<file path="src/rtl/trap_pkg.sv">
`timescale 1ns/1ps
package trap_pkg;
    localparam int NUM_EV = 6;
    localparam int VEC_W  = 8;

    // Index order is the priority order: lower index wins.
    typedef enum logic [2:0] {
        EV_UNDEF = 3'd0,
        EV_COP   = 3'd1,
        EV_EMU   = 3'd2,
        EV_SWI   = 3'd3,
        EV_STEP  = 3'd4,
        EV_NMI   = 3'd5
    } ev_e;

    typedef enum logic [1:0] {
        ST_IDLE,
        ST_PUSH_PS,
        ST_PUSH_PC,
        ST_COMMIT
    } st_e;

    localparam logic [VEC_W-1:0] VEC_UNDEF   = 8'd14;
    localparam logic [VEC_W-1:0] VEC_EMU     = 8'd9;
    localparam logic [VEC_W-1:0] VEC_STEP    = 8'd12;
    localparam logic [VEC_W-1:0] VEC_NMI     = 8'd15;
    localparam logic [VEC_W-1:0] VEC_COP_ABS = 8'd7;
    localparam logic [VEC_W-1:0] VEC_COP_ERR = 8'd8;
endpackage

</file>
<file path="src/rtl/trap_pending.sv">
`timescale 1ns/1ps
module trap_pending
    import trap_pkg::*;
#(
    parameter int NUM = NUM_EV,
    parameter int VW  = VEC_W
) (
    input  logic           clk_i,
    input  logic           rst_ni,
    input  logic [NUM-1:0] set_i,
    input  logic [NUM-1:0] clr_i,
    input  logic [VW-1:0]  swi_num_i,
    input  logic           cop_err_i,
    output logic [NUM-1:0] pend_o,
    output logic [VW-1:0]  swi_num_o,
    output logic           cop_err_o
);
    typedef struct packed {
        logic [NUM-1:0] pend;
        logic [VW-1:0]  swi;
        logic           cop;
    } pend_t;

    pend_t q, d;

    always_comb begin
        d      = q;
        // A fresh pulse wins over a clear in the same cycle.
        d.pend = (q.pend & ~clr_i) | set_i;
        if (set_i[EV_SWI]) d.swi = swi_num_i;
        if (set_i[EV_COP]) d.cop = cop_err_i;
    end

    always_ff @(posedge clk_i or negedge rst_ni) begin
        if (!rst_ni) q <= '0;
        else         q <= d;
    end

    assign pend_o    = q.pend;
    assign swi_num_o = q.swi;
    assign cop_err_o = q.cop;

    generate
        for (genvar g = 0; g < NUM; g++) begin : g_hold
            AST_PEND_HELD: assert property (@(posedge clk_i) disable iff (!rst_ni)
                (pend_o[g] && !clr_i[g]) |=> pend_o[g]);
        end
    endgenerate
endmodule

</file>
<file path="src/rtl/trap_arbiter.sv">
`timescale 1ns/1ps
module trap_arbiter
    import trap_pkg::*;
#(
    parameter int NUM       = NUM_EV,
    parameter int LVL_W     = 5,
    parameter int NMI_LEVEL = 15
) (
    input  logic             clk_i,
    input  logic             rst_ni,
    input  logic [NUM-1:0]   pend_i,
    input  logic [LVL_W-1:0] lvl_i,
    input  logic             insn_end_i,
    input  logic             idle_i,
    output logic [NUM-1:0]   grant_o,
    output logic             take_o
);
    localparam logic [NUM-1:0]   ONE     = NUM'(1);
    localparam logic [LVL_W-1:0] NMI_LVL = LVL_W'(NMI_LEVEL);

    logic           nmi_ok;
    logic [NUM-1:0] elig;
    logic [NUM-1:0] first;

    always_comb begin
        nmi_ok       = insn_end_i && (lvl_i > NMI_LVL);
        elig         = pend_i;
        elig[EV_NMI] = pend_i[EV_NMI] & nmi_ok;
        first        = elig & (~elig + ONE);
        grant_o      = idle_i ? first : '0;
        take_o       = |grant_o;
    end

    AST_GRANT_ONEHOT: assert property (@(posedge clk_i) disable iff (!rst_ni)
        $onehot0(grant_o));
    AST_NMI_GATED: assert property (@(posedge clk_i) disable iff (!rst_ni)
        grant_o[EV_NMI] |-> (insn_end_i && lvl_i > NMI_LVL));

    generate
        for (genvar g = 1; g < NUM; g++) begin : g_prio
            AST_HIGHER_FIRST: assert property (@(posedge clk_i) disable iff (!rst_ni)
                grant_o[g] |-> (pend_i[g-1:0] == '0));
        end
    endgenerate
endmodule

</file>
<file path="src/rtl/trap_entry_seq.sv">
`timescale 1ns/1ps
module trap_entry_seq
    import trap_pkg::*;
#(
    parameter int NUM         = NUM_EV,
    parameter int PC_W        = 32,
    parameter int LVL_W       = 5,
    parameter int VW          = VEC_W,
    parameter int BLOCK_LEVEL = 4,
    parameter int NMI_LEVEL   = 15
) (
    input  logic             clk_i,
    input  logic             rst_ni,
    input  logic             take_i,
    input  logic [NUM-1:0]   grant_i,
    input  logic [VW-1:0]    swi_num_i,
    input  logic             cop_err_i,
    input  logic             ps_stack_i,
    input  logic             ps_ien_i,
    input  logic [LVL_W-1:0] ps_lvl_i,
    input  logic [PC_W-1:0]  pc_i,
    output logic             idle_o,
    output logic             stk_we_o,
    output logic [PC_W-1:0]  stk_data_o,
    output logic             ps_upd_o,
    output logic             ps_stack_o,
    output logic             ps_ien_o,
    output logic [LVL_W-1:0] ps_lvl_o,
    output logic [VW-1:0]    vec_o,
    output logic             branch_o
);
    localparam int SW = LVL_W + 2;
    localparam logic [LVL_W-1:0] BLK_LVL = LVL_W'(BLOCK_LEVEL);
    localparam logic [LVL_W-1:0] NMI_LVL = LVL_W'(NMI_LEVEL);

    typedef struct packed {
        st_e              st;
        ev_e              kind;
        logic [SW-1:0]    ps_word;
        logic [PC_W-1:0]  pc;
        logic [VW-1:0]    vec;
        logic             ien;
        logic [LVL_W-1:0] lvl;
    } seq_t;

    seq_t q, d;
    ev_e  sel;

    always_comb begin
        sel = EV_UNDEF;
        for (int k = 0; k < NUM; k++) begin
            if (grant_i[k]) sel = ev_e'(k[2:0]);
        end
    end

    always_comb begin
        d = q;
        unique case (q.st)
            ST_IDLE: begin
                if (take_i) begin
                    d.st      = ST_PUSH_PS;
                    d.kind    = sel;
                    d.ps_word = {ps_stack_i, ps_ien_i, ps_lvl_i};
                    d.pc      = pc_i;
                    d.ien     = ps_ien_i;
                    d.lvl     = ps_lvl_i;
                    unique case (sel)
                        EV_UNDEF: begin d.vec = VEC_UNDEF; d.ien = 1'b0; end
                        EV_COP: begin
                            d.vec = cop_err_i ? VEC_COP_ERR : VEC_COP_ABS;
                            d.ien = 1'b0;
                        end
                        EV_EMU:  begin d.vec = VEC_EMU;   d.lvl = BLK_LVL; end
                        EV_SWI:  begin d.vec = swi_num_i; d.ien = 1'b0; end
                        EV_STEP: begin d.vec = VEC_STEP;  d.lvl = BLK_LVL; end
                        EV_NMI:  begin d.vec = VEC_NMI;   d.lvl = NMI_LVL; end
                        default: d.vec = VEC_UNDEF;
                    endcase
                end
            end
            ST_PUSH_PS: d.st = ST_PUSH_PC;
            ST_PUSH_PC: d.st = ST_COMMIT;
            ST_COMMIT:  d.st = ST_IDLE;
            default:    d.st = ST_IDLE;
        endcase
    end

    always_ff @(posedge clk_i or negedge rst_ni) begin
        if (!rst_ni) begin
            q    <= '0;
            q.st <= ST_IDLE;
        end else begin
            q <= d;
        end
    end

    assign idle_o     = (q.st == ST_IDLE);
    assign stk_we_o   = (q.st == ST_PUSH_PS) || (q.st == ST_PUSH_PC);
    assign stk_data_o = (q.st == ST_PUSH_PS) ? {{(PC_W-SW){1'b0}}, q.ps_word} : q.pc;
    assign ps_upd_o   = (q.st == ST_COMMIT);
    assign branch_o   = (q.st == ST_COMMIT);
    assign ps_stack_o = 1'b0;
    assign ps_ien_o   = q.ien;
    assign ps_lvl_o   = q.lvl;
    assign vec_o      = q.vec;

    AST_PUSH_PAIR: assert property (@(posedge clk_i) disable iff (!rst_ni)
        $rose(stk_we_o) |=> stk_we_o);
    AST_BRANCH_AFTER_PUSH: assert property (@(posedge clk_i) disable iff (!rst_ni)
        branch_o |-> ($past(stk_we_o) && $past(stk_we_o, 2)));
    AST_BRANCH_ONCE: assert property (@(posedge clk_i) disable iff (!rst_ni)
        branch_o |=> !branch_o);
    AST_VEC_STABLE: assert property (@(posedge clk_i) disable iff (!rst_ni)
        (!idle_o && !$rose(stk_we_o)) |-> $stable(vec_o));
    AST_EMU_LEVEL: assert property (@(posedge clk_i) disable iff (!rst_ni)
        (ps_upd_o && q.kind == EV_EMU) |-> (ps_lvl_o == BLK_LVL));
    AST_STEP_LEVEL: assert property (@(posedge clk_i) disable iff (!rst_ni)
        (ps_upd_o && q.kind == EV_STEP) |-> (ps_lvl_o == BLK_LVL));
    AST_NMI_LEVEL: assert property (@(posedge clk_i) disable iff (!rst_ni)
        (ps_upd_o && q.kind == EV_NMI) |-> (ps_lvl_o == NMI_LVL && vec_o == VEC_NMI));
    AST_UNDEF_IEN: assert property (@(posedge clk_i) disable iff (!rst_ni)
        (ps_upd_o && q.kind == EV_UNDEF) |-> !ps_ien_o);
endmodule

</file>
<file path="src/rtl/trap_entry_ctrl.sv">
`timescale 1ns/1ps
module trap_entry_ctrl
    import trap_pkg::*;
#(
    parameter int PC_W        = 32,
    parameter int LVL_W       = 5,
    parameter int BLOCK_LEVEL = 4,
    parameter int NMI_LEVEL   = 15
) (
    input  logic             clk_i,
    input  logic             rst_ni,
    input  logic             ev_undef_i,
    input  logic             ev_cop_i,
    input  logic             cop_err_i,
    input  logic             ev_emu_i,
    input  logic             ev_swi_i,
    input  logic [VEC_W-1:0] swi_num_i,
    input  logic             ev_step_i,
    input  logic             ev_nmi_i,
    input  logic             insn_end_i,
    input  logic             ps_stack_i,
    input  logic             ps_ien_i,
    input  logic [LVL_W-1:0] ps_lvl_i,
    input  logic [PC_W-1:0]  pc_i,
    output logic             stk_we_o,
    output logic [PC_W-1:0]  stk_data_o,
    output logic             ps_upd_o,
    output logic             ps_stack_o,
    output logic             ps_ien_o,
    output logic [LVL_W-1:0] ps_lvl_o,
    output logic [VEC_W-1:0] vec_o,
    output logic             branch_o
);
    logic [NUM_EV-1:0] set_ev;
    logic [NUM_EV-1:0] pend;
    logic [NUM_EV-1:0] grant;
    logic [VEC_W-1:0]  swi_lat;
    logic              cop_lat;
    logic              idle;
    logic              take;

    always_comb begin
        set_ev           = '0;
        set_ev[EV_UNDEF] = ev_undef_i;
        set_ev[EV_COP]   = ev_cop_i;
        set_ev[EV_EMU]   = ev_emu_i;
        set_ev[EV_SWI]   = ev_swi_i;
        set_ev[EV_STEP]  = ev_step_i;
        set_ev[EV_NMI]   = ev_nmi_i;
    end

    trap_pending #(.NUM(NUM_EV), .VW(VEC_W)) u_pend (
        .clk_i     (clk_i),
        .rst_ni    (rst_ni),
        .set_i     (set_ev),
        .clr_i     (grant),
        .swi_num_i (swi_num_i),
        .cop_err_i (cop_err_i),
        .pend_o    (pend),
        .swi_num_o (swi_lat),
        .cop_err_o (cop_lat)
    );

    trap_arbiter #(.NUM(NUM_EV), .LVL_W(LVL_W), .NMI_LEVEL(NMI_LEVEL)) u_arb (
        .clk_i      (clk_i),
        .rst_ni     (rst_ni),
        .pend_i     (pend),
        .lvl_i      (ps_lvl_i),
        .insn_end_i (insn_end_i),
        .idle_i     (idle),
        .grant_o    (grant),
        .take_o     (take)
    );

    trap_entry_seq #(
        .NUM(NUM_EV), .PC_W(PC_W), .LVL_W(LVL_W), .VW(VEC_W),
        .BLOCK_LEVEL(BLOCK_LEVEL), .NMI_LEVEL(NMI_LEVEL)
    ) u_seq (
        .clk_i      (clk_i),
        .rst_ni     (rst_ni),
        .take_i     (take),
        .grant_i    (grant),
        .swi_num_i  (swi_lat),
        .cop_err_i  (cop_lat),
        .ps_stack_i (ps_stack_i),
        .ps_ien_i   (ps_ien_i),
        .ps_lvl_i   (ps_lvl_i),
        .pc_i       (pc_i),
        .idle_o     (idle),
        .stk_we_o   (stk_we_o),
        .stk_data_o (stk_data_o),
        .ps_upd_o   (ps_upd_o),
        .ps_stack_o (ps_stack_o),
        .ps_ien_o   (ps_ien_o),
        .ps_lvl_o   (ps_lvl_o),
        .vec_o      (vec_o),
        .branch_o   (branch_o)
    );

    AST_NO_WRITE_AT_COMMIT: assert property (@(posedge clk_i) disable iff (!rst_ni)
        branch_o |-> (!stk_we_o && ps_upd_o && !ps_stack_o));
    AST_IDLE_QUIET: assert property (@(posedge clk_i) disable iff (!rst_ni)
        (idle && !take) |=> !stk_we_o);
endmodule

</file>
<file path="config.mk">
export PLATFORM = sky130hd
export DESIGN_NAME = trap_entry_ctrl
export DESIGN_NICKNAME = d
export VERILOG_FILES = /design/src/rtl/trap_pkg.sv /design/src/rtl/trap_pending.sv /design/src/rtl/trap_arbiter.sv /design/src/rtl/trap_entry_seq.sv /design/src/rtl/trap_entry_ctrl.sv
export SDC_FILE = /design/constraint.sdc
export NUM_CORES = 1
export LEC_CHECK = 0
export CAP_MARGIN = 20
export CORE_MARGIN = 3
export CORE_UTILIZATION = 46
export DETAILED_ROUTE_END_ITERATION = 6
export PLACE_DENSITY = 0.79
export SLEW_MARGIN = 20
export SYNTH_ARGS = -nofsm -noshare
export SYNTH_HDL_FRONTEND = slang
export SYNTH_HIERARCHICAL = 1
export SYNTH_SLANG_ARGS = --single-unit
</file>
<file path="constraint.sdc">
create_clock -name clk_i -period 2.7 [get_ports clk_i]
set_clock_uncertainty 0.2 [all_clocks]
set_input_delay 0.81 -clock clk_i [delete_from_list [all_inputs] [get_ports clk_i]]
set_output_delay 0.81 -clock clk_i [all_outputs]
set_load 0.02 [all_outputs]
</file>
==> run summary, run 1 <==
design area: 0.00458 mm^2
Int Pwr: 0.00313 W
worst rel slew slack: 0.612
FF+latch count, synth: 70
wirelength, routed: 7680 um
GPL Wtd Cong: 0.763
simple-gate share of the synthesized area: 0.252
clk sink count: 70
P_sw: 0.00199 W
Synth top area share: 0.536
die extent in y: 90.3 um
Placed Area: 0.00444 mm^2
adder-cell share of the synthesized area: 0.0153
Nets: 506
Die Area: 0.00815 mm^2
core area: 0.00683 mm^2
Clk Latency, worst-skew pair: 0.33 ns
CTS clk-pin slew, worst paths: 0.08 ns
most used cell, CP: buf_12
TritonCTS Buffers: 9
Flop pwr share: 0.326
setup violators final: 0
Fin. Hold Viols: 0
# Max-Cap Violations: 0
Comb pwr share: 0.473
pin count of the biggest net entering global routing: 71
fin crit share: 0.974
DRC Markers: 0
post-CTS setup buffer count: 0
sw frac: 0.389
Tmin final: 2.63 ns
Area growth, synth to finish: 40.1%
All-Layer GR Usage: 0.190
Clk pwr share: 0.201
clk root buf: clkbuf_8
Min-Delay Path Class: in -> async
vias in the first global route: 2707
CTS tree: built
Yosys top cell by area: dfrtp_1
grt ovf: 0
Pwr Density: 1120 mW/mm^2
Yosys cell types: 40
Startpoint Class: flop
Worst path max stage delay: 0.42 ns
Vias: 2598
CP Max Fanout: 20
critical path required time: 1.69 ns
hpwl dp: 5500 um
CP Capture Type: primary output
Initial Utilization: 0.478
Synth Area in XOR/XNOR: 0
RSZ-0062 raised after global routing: false
Data arrival, critical path: 1.62 ns
average wire per standard cell: 14.1 um
PortBufs: 105
synthesized area: 0.00327 mm^2
Compound-Gate Fraction of Synth Area: 0.0590
Cells after Synth: 338
Tightest Pin Transition: 0.580 ns
Setup CP Type: reg -> out
mux contribution to synthesized area: 0.0643
Die X: 90.3 um
syn_area_per_cell: 9.67 um^2
Ys Warns: 6
critical path's slowest cell: dfrtp_1
WHS: 0.270 ns
largest family of logic cells by synthesized area: simple AND/OR/NAND/NOR gates
DRT Pass-1 Iters: 4
Initial DRC Count: 112
Slew Viols, Final: 0
first-pass GRT wire length: 12600 um
placed cells: 530
register area share after synthesis: 0.536
Cell Chain, Critical Path: ha_4 > buf_12 > buf_12 > nor2b_1 > clkdlybuf4s15_2
Pleak: 2.25 nW
I/O pin count: 107
initial antenna violation count: 0
Hold Buf Count CTS: 0
CTS H-tree lvls: 3
Clock Tree Buf Depth: 2
row count: 30
Syn Nets: 399
top post-synthesis cells by area: dfrtp_1 (54%), nand2_1 (14%), nor2b_1 (4.8%)
post-detailed-route count of antenna-violating nets: 0
vias per cell: 4.76
worst vdd ir: 0.703 mV
non-filler cells, final: 546
fraction of layout cells with a size suffix above 1: 0.191
status: finished clean
Ant. Diodes: 0
Fmax: 380 MHz
## power groups by stage
stage	registers [W]	clock network, W	logic, W
2_1_floorplan	0.00161	0	0.00160
3_3_place_gp	0.00166	0	0.00261
3_5_place_dp	0.00168	0	0.00268
4_1_cts	0.00166	0.00105	0.00252
5_1_grt	0.00172	0.00109	0.00265
6_report	0.00167	0.00103	0.00242
## worst paths after layout
kind,to,cells past startpoint,slack (ns),start
max,stk_data_o[25],5,0.07,u_seq/q[56]
min in group clk_i,u_seq/q[41],2,0.27,u_seq/q[41]
min reg2reg,u_seq/q[41],2,0.27,u_seq/q[41]
min,u_seq/q[41],2,0.27,rst_ni
max reg2reg,u_seq/vec_o[2],8,0.21,u_seq/q[56]
max in group asynchronous,u_seq/q[46],2,1.71,rst_ni
## synth_stat cells (all sizes together)
master	number
a2111oi	1
a211oi	1
a21o	6
a21oi	6
a221o	1
a22o	4
a31oi	1
and2	4
and3	1
buf	24
clkbuf	5
conb	1
dfrtp	70
ha	4
inv	11
mux2	16
nand2	123
nand2b	3
nand3	5
nand4b	1
nor2	12
nor2b	25
nor3	1
nor3b	2
nor4	1
nor4bb	1
o21ai	4
o21bai	1
o221a	1
o22a	1
or4b	1
## metal layers
| metal | GRT usage | part of all wire | vias up |
|---|---|---|---|
| met3 | 0.0367 | 0.040 | 13 |
| met1 | 0.234 | 0.43 | 1253 |
| met4 | 0.0778 | 0.016 | 0 |
| met5 | 0 | 0 | - |
| met2 | 0.328 | 0.51 | 65 |
| li1 | - | - | 1267 |
## worst max-delay path, delay by kind of cell (launching register included)
kind | cells | cell delay (ns)
flip-flops | 1 | 0.42
buffers and inverters | 3 | 0.56
AND/OR/NAND/NOR | 1 | 0.12
adder cells (fa/ha/maj) | 1 | 0.19
## placed cells by master, fill, tap and decap left out, types with 3 or more instances in the layout
| master | count |
|---|---|
| mux2_4 | 8 |
| buf_4 | 16 |
| inv_1 | 9 |
| clkbuf_2 | 14 |
| o21ai_1 | 3 |
| dfrtp_1 | 70 |
| ha_1 | 3 |
| a22o_1 | 4 |
| nor2_1 | 10 |
| dlygate4sd2_1 | 6 |
| nand2b_1 | 3 |
| nor2b_1 | 25 |
| clkdlybuf4s50_1 | 69 |
| nand3_1 | 5 |
| and2_1 | 3 |
| buf_12 | 4 |
| a21oi_1 | 6 |
| clkbuf_8 | 10 |
| mux2_1 | 5 |
| a21o_1 | 5 |
| bufinv_16 | 3 |
| buf_2 | 12 |
| nand2_1 | 122 |
| mux2_2 | 3 |
## through the flow
stage                     setup TNS (ns)  utilization  setup slack, ns  total power, W
after floorplan                        0            -            0.302         0.00321
after global placement                 0        0.650           0.0604         0.00428
after detailed placement               0        0.650           0.0363         0.00436
after CTS                        -0.0752        0.683          -0.0752         0.00523
after global routing                   0        0.670           0.0114         0.00546
final                                  0        0.670           0.0714         0.00512
## cells by family (layout without fill, tap and decap cells)
family                     count (synthesis)  in the layout
AOI/OAI and AO/OA                         27             27
other                                      1              1
muxes                                     16             16
buffers and inverters                     40            152
and+or+nand+nor                          180            180
DFF                                       70             70
adders and majority gates                  4              4
## registers in the layout, summed over array words and instances (netlist names)
register,count
u_pend/cop_err_o,1
u_pend/pend_o,6
u_pend/swi_num_o,8
u_seq/ps_ien_o,1
u_seq/ps_lvl_o,5
u_seq/q,41
u_seq/vec_o,8
## what timing repair did
item | 4_1_cts | 5_1_grt
resized for setup | 80 | 23
gates cloned | 0 | 0
setup endpoints to repair | 33 | 29
## layout make-up
type / count / area, um^2
well taps: 96 / 120
flip-flops and latches: 70 / 1750
clock inverters: 5 / 106
inverters: 11 / 41.3
fillers: 566 / 2250
repair buffers: 125 / 1120
clock buffers: 11 / 141
multi-input cells: 228 / 1290
(Power assumes the default switching activity.)
==> inputs of run 2 (changes only) <==
- ABC_CLOCK_PERIOD_IN_PS: not set -> 2700
- RECOVER_POWER: not set -> 25
==> run 2 against run 1 <==
Net effect: the run now ends with capacitance limit, slew limit left; register-to-register slack about the same; setup slack hardly changed; final cell count stayed put; critical path type unchanged; critical endpoint unchanged; largest cell class unchanged.
==> run summary, run 2 (synthesis gave the netlist of run 1 again) <==
status: finished with violations
failing checks: capacitance limit, slew limit
I/O pin count: 107 (unchanged)
Initial Utilization: 0.478 (unchanged)
CTS tree: built
Hold Buf Count CTS: 0 (unchanged)
critical path required time: 1.69 ns (about the same)
Comb pwr share: 0.473 (about the same)
FF+latch area: 0.00175 mm^2 (unchanged)
hpwl dp: 5500 um (unchanged)
post-detailed-route count of antenna-violating nets: 0 (unchanged)
clk root buf: clkbuf_8
Pleak: 2.25 nW (-0.23%)
CP Max Fanout: 20 (unchanged)
fraction of layout cells with a size suffix above 1: 0.191 (unchanged)
wirelength, routed: 7680 um (about the same)
row count: 30 (unchanged)
Worst Reg2Reg Path Length in Cells: 8 (unchanged)
Slew Viols, Final: 71 (+71)
Int Pwr: 0.00312 W (about the same)
vias in the first global route: 2707 (unchanged)
RSZ-0062 raised after global routing: false
Pwr Density: 1120 mW/mm^2 (+0.30%)
Flop pwr share: 0.326 (about the same)
# Max-Cap Violations: 1 (+1)
worst rel slew slack: -0.110 (-0.722)
setup violators final: 0 (unchanged)
Clock Tree Buf Depth: 2 (unchanged)
DRT Pass-1 Iters: 4 (unchanged)
GPL Wtd Cong: 0.763 (unchanged)
Min-Delay Path Class: reg -> reg
Tmin final: 2.63 ns (+0.000181 ns)
first-pass GRT wire length: 12600 um (unchanged)
setup TNS: 0 ns (unchanged)
area of the multi-input gates: 0.00129 mm^2 (unchanged)
CTS clk-pin slew, worst paths: 0.08 ns (about the same)
Clk pwr share: 0.201 (about the same)
average wire per standard cell: 14.1 um (about the same)
Die X: 90.3 um (unchanged)
Tightest Pin Transition: 1.67 ns (+1.09 ns)
highest routed layer: met4
Fin. Hold Viols: 0 (unchanged)
most common cell after layout, fill and taps aside: nand2_1
PortBufs: 105 (unchanged)
die extent in y: 90.3 um (unchanged)
R2R Path Start: u_seq/q[56]
DRC Markers: 0 (unchanged)
Clk Latency, worst-skew pair: 0.33 ns (about the same)
Worst Setup EP: stk_data_o[25]
fill count: 568 (+0.35%)
Nets: 506 (unchanged)
final core occ: 0.668 (-0.00220)
fin crit share: 0.974 (about the same)
initial antenna violation count: 0 (unchanged)
Die Area: 0.00815 mm^2 (unchanged)
WHS: 0.271 ns (+0.000694 ns)
CTS H-tree lvls: 3 (unchanged)
Initial DRC Count: 112 (unchanged)
Vias: 2600 (+0.077%)
Setup CP Type: reg -> out
sw frac: 0.390 (about the same)
Post-Route M1 WL: 3310 um (+0.24%)
worst r2r dst: u_seq/vec_o[2]
Startpoint Class: flop
Fmax: 380 MHz (about the same)
worst vdd ir: 0.702 mV (about the same)
Biggest register: u_seq/q
max reg flops: 41 (unchanged)
WL met3: 306 um (-0.33%)
vias per cell: 4.76 (about the same)
met2 WL: 3940 um (-0.30%)
Reg2Reg Setup Slack: 0.22 ns (about the same)
clk sink count: 70 (unchanged)
Data arrival, critical path: 1.62 ns (about the same)
origin of the worst setup path: u_seq/q[56]
Area growth, synth to finish: 39.6%
most frequent cells in the layout: nand2_1 (122), dfrtp_1 (70), clkdlybuf4s50_1 (69)
grt ovf: 0 (unchanged)
core area: 0.00683 mm^2 (unchanged)
CP Capture Type: primary output
TritonCTS Buffers: 9 (unchanged)
Ant. Diodes: 0 (unchanged)
P_sw: 0.00199 W (about the same)
pin count of the biggest net entering global routing: 71 (unchanged)
All-Layer GR Usage: 0.190 (unchanged)
[run 2: cell types whose count changed in the layout (fill, tap and decap cells not counted)]
cell,delta
clkbuf_2,+1
buf_12,-1
[run 2: stage by stage]
step	total power [W]	instance area, um^2	setup slack (ns)	std cells
final	0.00512	4560	0.0713	546
after global routing	0.00545	4560	0.0114	546
after CTS	0.00523	4660	-0.0752	546
after detailed placement	0.00436	4440	0.0363	530
after global placement	0.00428	4440	0.0604	530
after floorplan	0.00321	3270	0.302	338
[run 2: how the worst min path moves through the flow]
| stage | cells past startpoint | slack (ns) | end | from |
|---|---|---|---|---|
| floorplan | 2 | 0.24 | u_seq/q[21] | u_seq/q[21] |
| global route | 2 | 0.29 | u_seq/q[36] | u_seq/q[36] |
| CTS | 2 | 0.27 | u_seq/q[20] | u_seq/q[20] |
| detailed placement | 2 | 0.26 | u_seq/q[20] | u_seq/q[20] |
| finish | 2 | 0.27 | u_seq/q[41] | u_seq/q[41] |
| global placement | 2 | 0.25 | u_seq/q[21] | u_seq/q[21] |
[run 2: final cells by class]
type / instances / share of cell area
clock buffer: 11 / 0.0310
clock inverter: 5 / 0.0233
inverter: 11 / 0.00905
multi-input combinational: 228 / 0.284
sequential: 70 / 0.384
tap: 96 / 0.0263
timing repair buffer: 125 / 0.242
[run 2: timing repair]
item | 4_1_cts | 5_1_grt
hold endpoints to repair | 0 | 0
buffers inserted | 0 | 0
gates resized for setup | 80 | 23
setup endpoints to repair | 33 | 29
[run 2: per-layer routing]
layer	track usage	vias up
met1	0.234	1253
met3	0.0367	13
met5	0	-
li1	-	1267
met4	0.0778	0
met2	0.328	67
[run 2: worst max-delay path: stages, from the launching register on]
cell,delay [ns]
dfrtp_1,0.42
ha_4,0.19
buf_12,0.14
buf_12,0.15
nor2b_1,0.12
clkdlybuf4s15_2,0.27
[run 2: power by group through the flow]
stage	combinational (W)	clock, W	sequential [W]
floorplan	0.00160	0	0.00161
global placement	0.00261	0	0.00166
detailed placement	0.00268	0	0.00168
CTS	0.00252	0.00105	0.00166
global route	0.00264	0.00109	0.00172
finish	0.00242	0.00103	0.00167
